==> src/rtl/irq_pkg.sv <==
package irq_pkg;
  localparam int CAUSE_W = 12;

  // cause bit positions decoded by driver software
  localparam int CB_TX_DONE   = 0;
  localparam int CB_TXQ_EMPTY = 1;
  localparam int CB_LINK_CHG  = 2;
  localparam int CB_RX_SEQ    = 3;
  localparam int CB_RX_LOW    = 4;
  localparam int CB_RX_OVR    = 6;
  localparam int CB_RX_TMR    = 7;
  localparam int CB_MGMT_DONE = 9;
  localparam int CB_CFG_SEEN  = 10;
  localparam int CB_GPI0      = 11;

  localparam logic [CAUSE_W-1:0] CAUSE_IMPL =
    CAUSE_W'((1 << CB_TX_DONE) | (1 << CB_TXQ_EMPTY) | (1 << CB_LINK_CHG) |
             (1 << CB_RX_SEQ) | (1 << CB_RX_LOW) | (1 << CB_RX_OVR) |
             (1 << CB_RX_TMR) | (1 << CB_MGMT_DONE) | (1 << CB_CFG_SEEN) |
             (1 << CB_GPI0));

  // register offsets
  localparam int OFS_CAUSE_RD = 'hC0;
  localparam int OFS_CAUSE_WR = 'hC8;
  localparam int OFS_MASK_SET = 'hD0;
  localparam int OFS_MASK_CLR = 'hD8;
endpackage

==> src/rtl/irq_rst_sync.sv <==
module irq_rst_sync (
  input  logic clk,
  input  logic rst_n,
  output logic rst_ns
);
  logic [1:0] sync_q;

  always_ff @(posedge clk or negedge rst_n) begin
    if (!rst_n) sync_q <= 2'b00;
    else        sync_q <= {sync_q[0], 1'b1};
  end

  assign rst_ns = sync_q[1];
endmodule

==> src/rtl/irq_pend.sv <==
module irq_pend #(
  parameter int W = 32
) (
  input  logic         clk,
  input  logic         rst_n,
  input  logic [W-1:0] evt_i,
  input  logic         set_en,
  input  logic [W-1:0] set_bits,
  input  logic         clr_en,
  output logic [W-1:0] pend_o
);
  logic [W-1:0] pend_q, pend_d;
  logic         pend_en;

  always_comb begin
    pend_d = clr_en ? '0 : pend_q;
    pend_d = pend_d | evt_i | (set_en ? set_bits : '0);
    pend_en = clr_en | set_en | (|evt_i);
  end

  always_ff @(posedge clk or negedge rst_n) begin
    if (!rst_n)       pend_q <= '0;
    else if (pend_en) pend_q <= pend_d;
  end

  assign pend_o = pend_q;
endmodule

==> src/rtl/irq_mask.sv <==
module irq_mask #(
  parameter int W = 32
) (
  input  logic         clk,
  input  logic         rst_n,
  input  logic         set_en,
  input  logic         clr_en,
  input  logic [W-1:0] bits_i,
  input  logic [W-1:0] impl_i,
  output logic [W-1:0] mask_o
);
  logic [W-1:0] mask_q, mask_d;
  logic         mask_en;

  always_comb begin
    mask_d = mask_q;
    if (set_en) mask_d = mask_d | (bits_i & impl_i);
    if (clr_en) mask_d = mask_d & ~bits_i;
    mask_en = set_en | clr_en;
  end

  always_ff @(posedge clk or negedge rst_n) begin
    if (!rst_n)       mask_q <= '0;
    else if (mask_en) mask_q <= mask_d;
  end

  assign mask_o = mask_q;
endmodule

==> src/rtl/irq_cause_ctrl.sv <==
module irq_cause_ctrl
  import irq_pkg::*;
#(
  parameter int ADDR_W = 16,
  parameter int DATA_W = 32
) (
  input  logic               clk,
  input  logic               rst_n,
  input  logic [CAUSE_W-1:0] evt_i,
  input  logic [ADDR_W-1:0]  bus_addr,
  input  logic               bus_wr,
  input  logic [DATA_W-1:0]  bus_wdata,
  input  logic               bus_rd,
  output logic [DATA_W-1:0]  bus_rdata,
  output logic               irq_o
);
  localparam logic [DATA_W-1:0] IMPL = DATA_W'(CAUSE_IMPL);

  logic              rst_ns;
  logic              hit_crd, hit_cwr, hit_mset, hit_mclr;
  logic [DATA_W-1:0] evt_w, pend_q, mask_q;

  irq_rst_sync u_rst (.clk(clk), .rst_n(rst_n), .rst_ns(rst_ns));

  always_comb begin
    hit_crd  = (bus_addr == ADDR_W'(OFS_CAUSE_RD));
    hit_cwr  = (bus_addr == ADDR_W'(OFS_CAUSE_WR));
    hit_mset = (bus_addr == ADDR_W'(OFS_MASK_SET));
    hit_mclr = (bus_addr == ADDR_W'(OFS_MASK_CLR));
    evt_w    = DATA_W'(evt_i) & IMPL;
  end

  irq_pend #(.W(DATA_W)) u_pend (
    .clk(clk), .rst_n(rst_ns), .evt_i(evt_w),
    .set_en(bus_wr & hit_cwr), .set_bits(bus_wdata & IMPL),
    .clr_en(bus_rd & hit_crd), .pend_o(pend_q)
  );

  irq_mask #(.W(DATA_W)) u_mask (
    .clk(clk), .rst_n(rst_ns),
    .set_en(bus_wr & hit_mset), .clr_en(bus_wr & hit_mclr),
    .bits_i(bus_wdata), .impl_i(IMPL), .mask_o(mask_q)
  );

  always_comb begin
    bus_rdata = '0;
    if (bus_rd) begin
      if (hit_crd)       bus_rdata = pend_q;
      else if (hit_mset) bus_rdata = mask_q;
    end
  end

  assign irq_o = |(pend_q & mask_q);
endmodule

==> config.mk <==
export PLATFORM = sky130hd
export DESIGN_NAME = irq_cause_ctrl
export DESIGN_NICKNAME = d
export VERILOG_FILES = /design/src/rtl/irq_pkg.sv /design/src/rtl/irq_rst_sync.sv /design/src/rtl/irq_pend.sv /design/src/rtl/irq_mask.sv /design/src/rtl/irq_cause_ctrl.sv
export SDC_FILE = /design/constraint.sdc
export NUM_CORES = 1
export LEC_CHECK = 0
export ABC_AREA = 1
export BUFFER_PORTS_ARGS = -buffer_cell sky130_fd_sc_hd__buf_2
export CORE_ASPECT_RATIO = 1.1
export CORE_MARGIN = 5
export CORE_UTILIZATION = 44
export DETAILED_ROUTE_END_ITERATION = 8
export GPL_TIMING_DRIVEN = 0
export PLACE_DENSITY = 0.76
export SETUP_SLACK_MARGIN = 0.3
export SYNTH_ARGS = -nofsm -noshare
export SYNTH_HDL_FRONTEND = slang
export SYNTH_SLANG_ARGS = --single-unit
==> constraint.sdc <==
create_clock -name clk -period 1.5 [get_ports clk]
set_clock_uncertainty 0.2 [all_clocks]
set_input_delay 0.15 -clock clk [delete_from_list [all_inputs] [get_ports clk]]
set_output_delay 0.15 -clock clk [all_outputs]
set_load 0.1 [all_outputs]
After elaboration in Yosys (flattened, before gate mapping)
Cells that the tools add are included.
{"block": "word_totals", "reg_bits": 66, "out_inout_bits": 33, "inputBits": 64}
{"block": "classes", "muxes": 7, "reduce_logical": 2, "n_eq_ne": 4, "bitwise": 13}
{"cell": "32-bit 2-to-1 mux", "count": 6}
{"cell": "32-bit bitwise AND", "count": 2}
{"cell": "16-bit by 8-bit equality test with 1-bit output (second input constant)", "count": 4}
{"cell": "32-bit by 12-bit bitwise OR with 32-bit output", "count": 2}
{"cell": "32-bit NOT", "count": 1}
{"cell": "32-bit bitwise OR", "count": 1}
{"cell": "32-bit OR reduction", "count": 1}
{"cell": "12-bit 2-to-1 mux", "count": 1}
{"cell": "10-bit OR reduction", "count": 1}
{"cell": "1-bit bitwise AND", "count": 4}
{"cell": "1-bit bitwise OR", "count": 3}

Depth between registers and ports, before layout
{"block": "logic_depth", "word_depth": 5, "depth_mapped": 9, "depth_no_buf": 8}

Hierarchy
From an unflattened synthesis, not the netlist that was laid out.
{"block": "unflattened", "hier_cells": 568, "area_unflattened_um2": 4159.0}
{"mod": "irq_mask", "area_each_um2": 1642.8, "n_inst": 1, "seq_area_each_um2": 800.8, "cells_per_inst": 198}
{"mod": "irq_pend", "area_each_um2": 1388.8, "n_inst": 1, "seq_area_each_um2": 800.8, "cells_per_inst": 167}
{"mod": "irq_cause_ctrl", "area_each_um2": 1073.5, "n_inst": 1, "seq_area_each_um2": 0.0, "cells_per_inst": 200}
{"mod": "irq_rst_sync", "area_each_um2": 53.8, "n_inst": 1, "seq_area_each_um2": 50.0, "cells_per_inst": 3}

Worst setup path before layout
No wires, ideal clock.
{"block": "synth_path", "path_type": "input-to-output", "startpoint": "input port bus_addr[15]", "endpoint": "output port bus_rdata[12]", "slack_ns": -1.037, "stages": 8, "arrival_time_ns": 2.187, "path_cell_list": "nor2_1 > nand2_1 > nor2_4 > nand3b_1 > nor2_1 > inv_2 > buf_6 > nor2_1"}
{"block": "synth_between", "elab_chain_len": 4, "word_cells_on_any_way": 5}
{"element": "from (decl)", "line_no": "irq_cause_ctrl.sv:10", "text": "input logic [ADDR_W-1:0] bus_addr,"}
{"element": "16-bit by 8-bit equality test with 1-bit output", "line_no": "irq_cause_ctrl.sv:28", "text": "hit_mset = (bus_addr == ADDR_W'(OFS_MASK_SET));"}
{"element": "32-bit 2-to-1 mux", "line_no": "irq_cause_ctrl.sv:49", "text": "else if (hit_mset) bus_rdata = mask_q;"}
{"element": "32-bit 2-to-1 mux (*)", "line_no": "irq_cause_ctrl.sv:48", "text": "if (hit_crd) bus_rdata = pend_q;"}
{"element": "32-bit 2-to-1 mux (*)", "line_no": "irq_cause_ctrl.sv:47", "text": "if (bus_rd) begin"}
{"element": "to (decl)", "line_no": "irq_cause_ctrl.sv:14", "text": "output logic [DATA_W-1:0] bus_rdata,"}
Mark *: on every way between the ends. The rest lies on a longest branch, timed or not.

Final worst setup path
{"block": "layout_path", "startpoint": "register u_pend.pend_q[9], in the netlist u_pend.pend_o[9]", "endpoint": "output port irq_o"}
{"block": "layout_between", "elab_chain_len": 2}
{"element": "from (decl)", "line_no": "irq_pend.sv:12", "text": "logic [W-1:0] pend_q, pend_d;"}
{"element": "from (signal assigned)", "line_no": "irq_pend.sv:23", "text": "else if (pend_en) pend_q <= pend_d;"}
{"element": "32-bit bitwise AND", "line_no": "irq_cause_ctrl.sv:53", "text": "assign irq_o = |(pend_q & mask_q);"}
{"element": "32-bit OR reduction", "line_no": "irq_cause_ctrl.sv:53"}
{"element": "to (decl)", "line_no": "irq_cause_ctrl.sv:15", "text": "output logic irq_o"}
No other way between the ends.

==> flow_summary.ini <==
[run_status]
status = finished, violations left
violations = setup timing

[logic_synthesis]
seq_area_frac_synth_pct = 44.53
syn-cell-area_um2 = 2472
synth_top_area_share_pct = 44.53
syn_avg_cell_area_um2 = 7.654
synthCells = 323
ys_ff_latch = 44
synth_warnings = 0
synth_top_cell_by_area = dfrtp_1
synth_fp_nets = 387
yosysUniqueCellTypes = 19
synth_area_leaders = dfrtp_1 45%, nand4_1 10%, inv_1 9.1%

[setup_path]
path_cells = nand2_1 > nand3_1 > a21oi_2 > nand3_4 > buf_12
crit_cells = 5
max_stage_delay_ns = 0.44
worstSetupPathType = register to output port
worst_setup_path_end_kind = output port
r2r_setup_slack_ns = 0.11
ff2ff_path_depth = 5
path_buf_inv = 1
cp_slowest_cell = dfrtp_1
crit_fanout = 3
setup.worst_path.start_class = register
arrival_ns = 1.48
worstSetupEndpoint = irq_o
critPathLaunch = u_pend.pend_o[9]
required_ns = 1.15
crit_family = flip-flops

[die]
initial_core_util_pct = 45.53
fp.dieH_um = 88.62
die_w_um = 81.47
rows = 28
fp.coreArea_um2 = 5430
dieArea_um2 = 7220
ios = 97

[cts]
clkSinkCount = 44
htreeDepth = 2
cts-root-buf = clkbuf_8
cts_buffer_depth = 2
cts_buffers = 5
cts_tree = built
clk_latency_ns = 0.30
cts.clk_slew.worst_paths_ns = 0.09

[job]
max-cap-violations = 0

[power_and_ir_drop]
peakVddDrop_mv = 0.5442
powerDensity_nw_per_um2 = 476.4
power_mw = 2.328
p_leak_nw = 2.165

[timing]
tightest_slew_ns = 0.5881
final_hold_viol_count = 0
max-slew-margin-rel_pct = 60.79
finalWorstSetupSlack_ns = -0.3327
setup_viol_count_final = 33
max_freq_ghz = 0.5456
period_minus_slack_ns = 1.833
rsz0062_at_grt = yes
fin_setup_tns_ns = -10.22
min_period_over_period_pct = 122.2
holdWs_ns = 0.03978
drv_slew = 0

[global_route]
grt_max_degree = 43
grt_pass1_vias = 3091
antenna_found_initial = 0
grt_usage_pct = 27.45
grt_pass1_wl_mm = 15.14
grt-ovfl-total = 0

[placement]
place.gp.congestion = 0.7585
portBuffers = 94
dp_hpwl_mm = 5.118

[hold_path]
hold_class = input port to register

[finish]
nNetsFinal = 555
drive_gt1_share_pct = 44.51
postLayoutCoreUtil_pct = 90.00
diodes = 0
syn2layout_area_growth_pct = 97.67

[detailed_routing]
avgViaCountPerCell = 5.587
dr.pass1.iters = 6
routed_wirelength_mm = 10.98
num_vias = 3168
ant_nets = 0
drt_iter0_markers = 259
wl_per_cell_um = 19.37
drc = 0
==> worst reg2reg max path, stage by stage, from the launching register on <==
cell and delay, ns:
dfrtp_1 0.40, buf_6 0.12, buf_6 0.12, or2_4 0.23, nand4_1 0.10, nand3_1 0.10
==> cells by family after synthesis <==
kind of cell,Yosys count,synth area share (%)
compound gates,27,7.996
buf+inv,78,12.65
flops,44,44.53
other cells,1,0.1517
simple gates,173,34.67
==> how the worst min path moves through the flow <==
stage | start | to | slack (ns) | depth (start not counted)
final | bus_wdata[4] | register | 0.04 | 4
after detailed placement | rst_n | u_rst.sync_q[0] | -0.26 | 1
after global routing | bus_wdata[6] | register | 0.04 | 4
after CTS | bus_wdata[1] | register | 0.004 | 4
after floorplan | rst_n | u_rst.sync_q[0] | -0.35 | 0
after global placement | rst_n | u_rst.sync_q[0] | -0.26 | 1
==> through the flow <==
step	cells	setup slack, ns	cell area, um^2
after floorplan	323	-0.2945	2899
after global placement	492	-0.6183	3463
after detailed placement	492	-0.6112	3463
after CTS	559	-0.2342	4728
after global routing	567	-0.4292	4887
final	567	-0.3327	4887
==> layout make-up <==
type	count	area [um^2]
clock inverters	2	15.01
fillers	213	543.0
flip-flops and latches	44	1109
plain buffers	17	153.9
repair buffers	161	1645
inverters	61	231.5
multi-input cells	201	1556
clock buffers	6	82.58
well taps	75	93.84
==> cells in the final DEF, fill, tap and decap left out <==
cell type,instances
clkbuf_8,6
nand4_1,40
dfrtp_2,3
inv_4,1
nor3_4,1
buf_2,58
clkbuf_2,3
nand2_8,10
nand3b_1,11
dlygate4sd3_1,44
nand3_4,3
buf_8,2
nand2_1,16
conb_1,1
o21a_1,22
buf_6,17
clkbuf_4,2
inv_1,59
nor2_1,14
or2_4,6
nor2_4,29
clkinvlp_4,2
a21oi_2,3
dfrtp_4,1
buf_4,14
inv_2,1
nor2_2,2
nand2_2,14
a22o_1,2
nand3_2,2
buf_12,35
clkbuf_1,3
dfrtp_1,40
nand3_1,21
or2_2,4
==> timing repair <==
action,4_1_cts,5_1_grt
hold buffers,44,0
setup buffers,15,7
gates resized for setup,166,36
pin swaps,9,10
endpoints found under the setup margin,115,73
gates cloned,0,1
endpoints found under the hold margin,43,0
==> layer usage <==
metal / global-route usage (%) / routed length, um
met4: 8.141 / 476
met2: 52.15 / 5737
met3: 5.397 / 999
met1: 30.50 / 3767
met5: 0 / 0
==> cell usage after synthesis <==
cell	instances
inv_1	60
nand2_1	40
nand4_1	40
or2_2	10
dfrtp_1	44
nor2_4	1
buf_1	1
nor2_1	44
nand3b_1	11
a22o_1	2
inv_2	1
o21a_1	22
conb_1	1
a21oi_1	3
nand3_1	26
buf_6	2
buf_2	4
clkbuf_1	10
nor3_1	1
==> where the power goes <==
part,switching [mW],internal [mW]
Combinational,0.120,0.174
Sequential,0.0229,1.19
Clock,0.450,0.374
Total,0.592,1.74
Power figures use the tool's default switching activity.
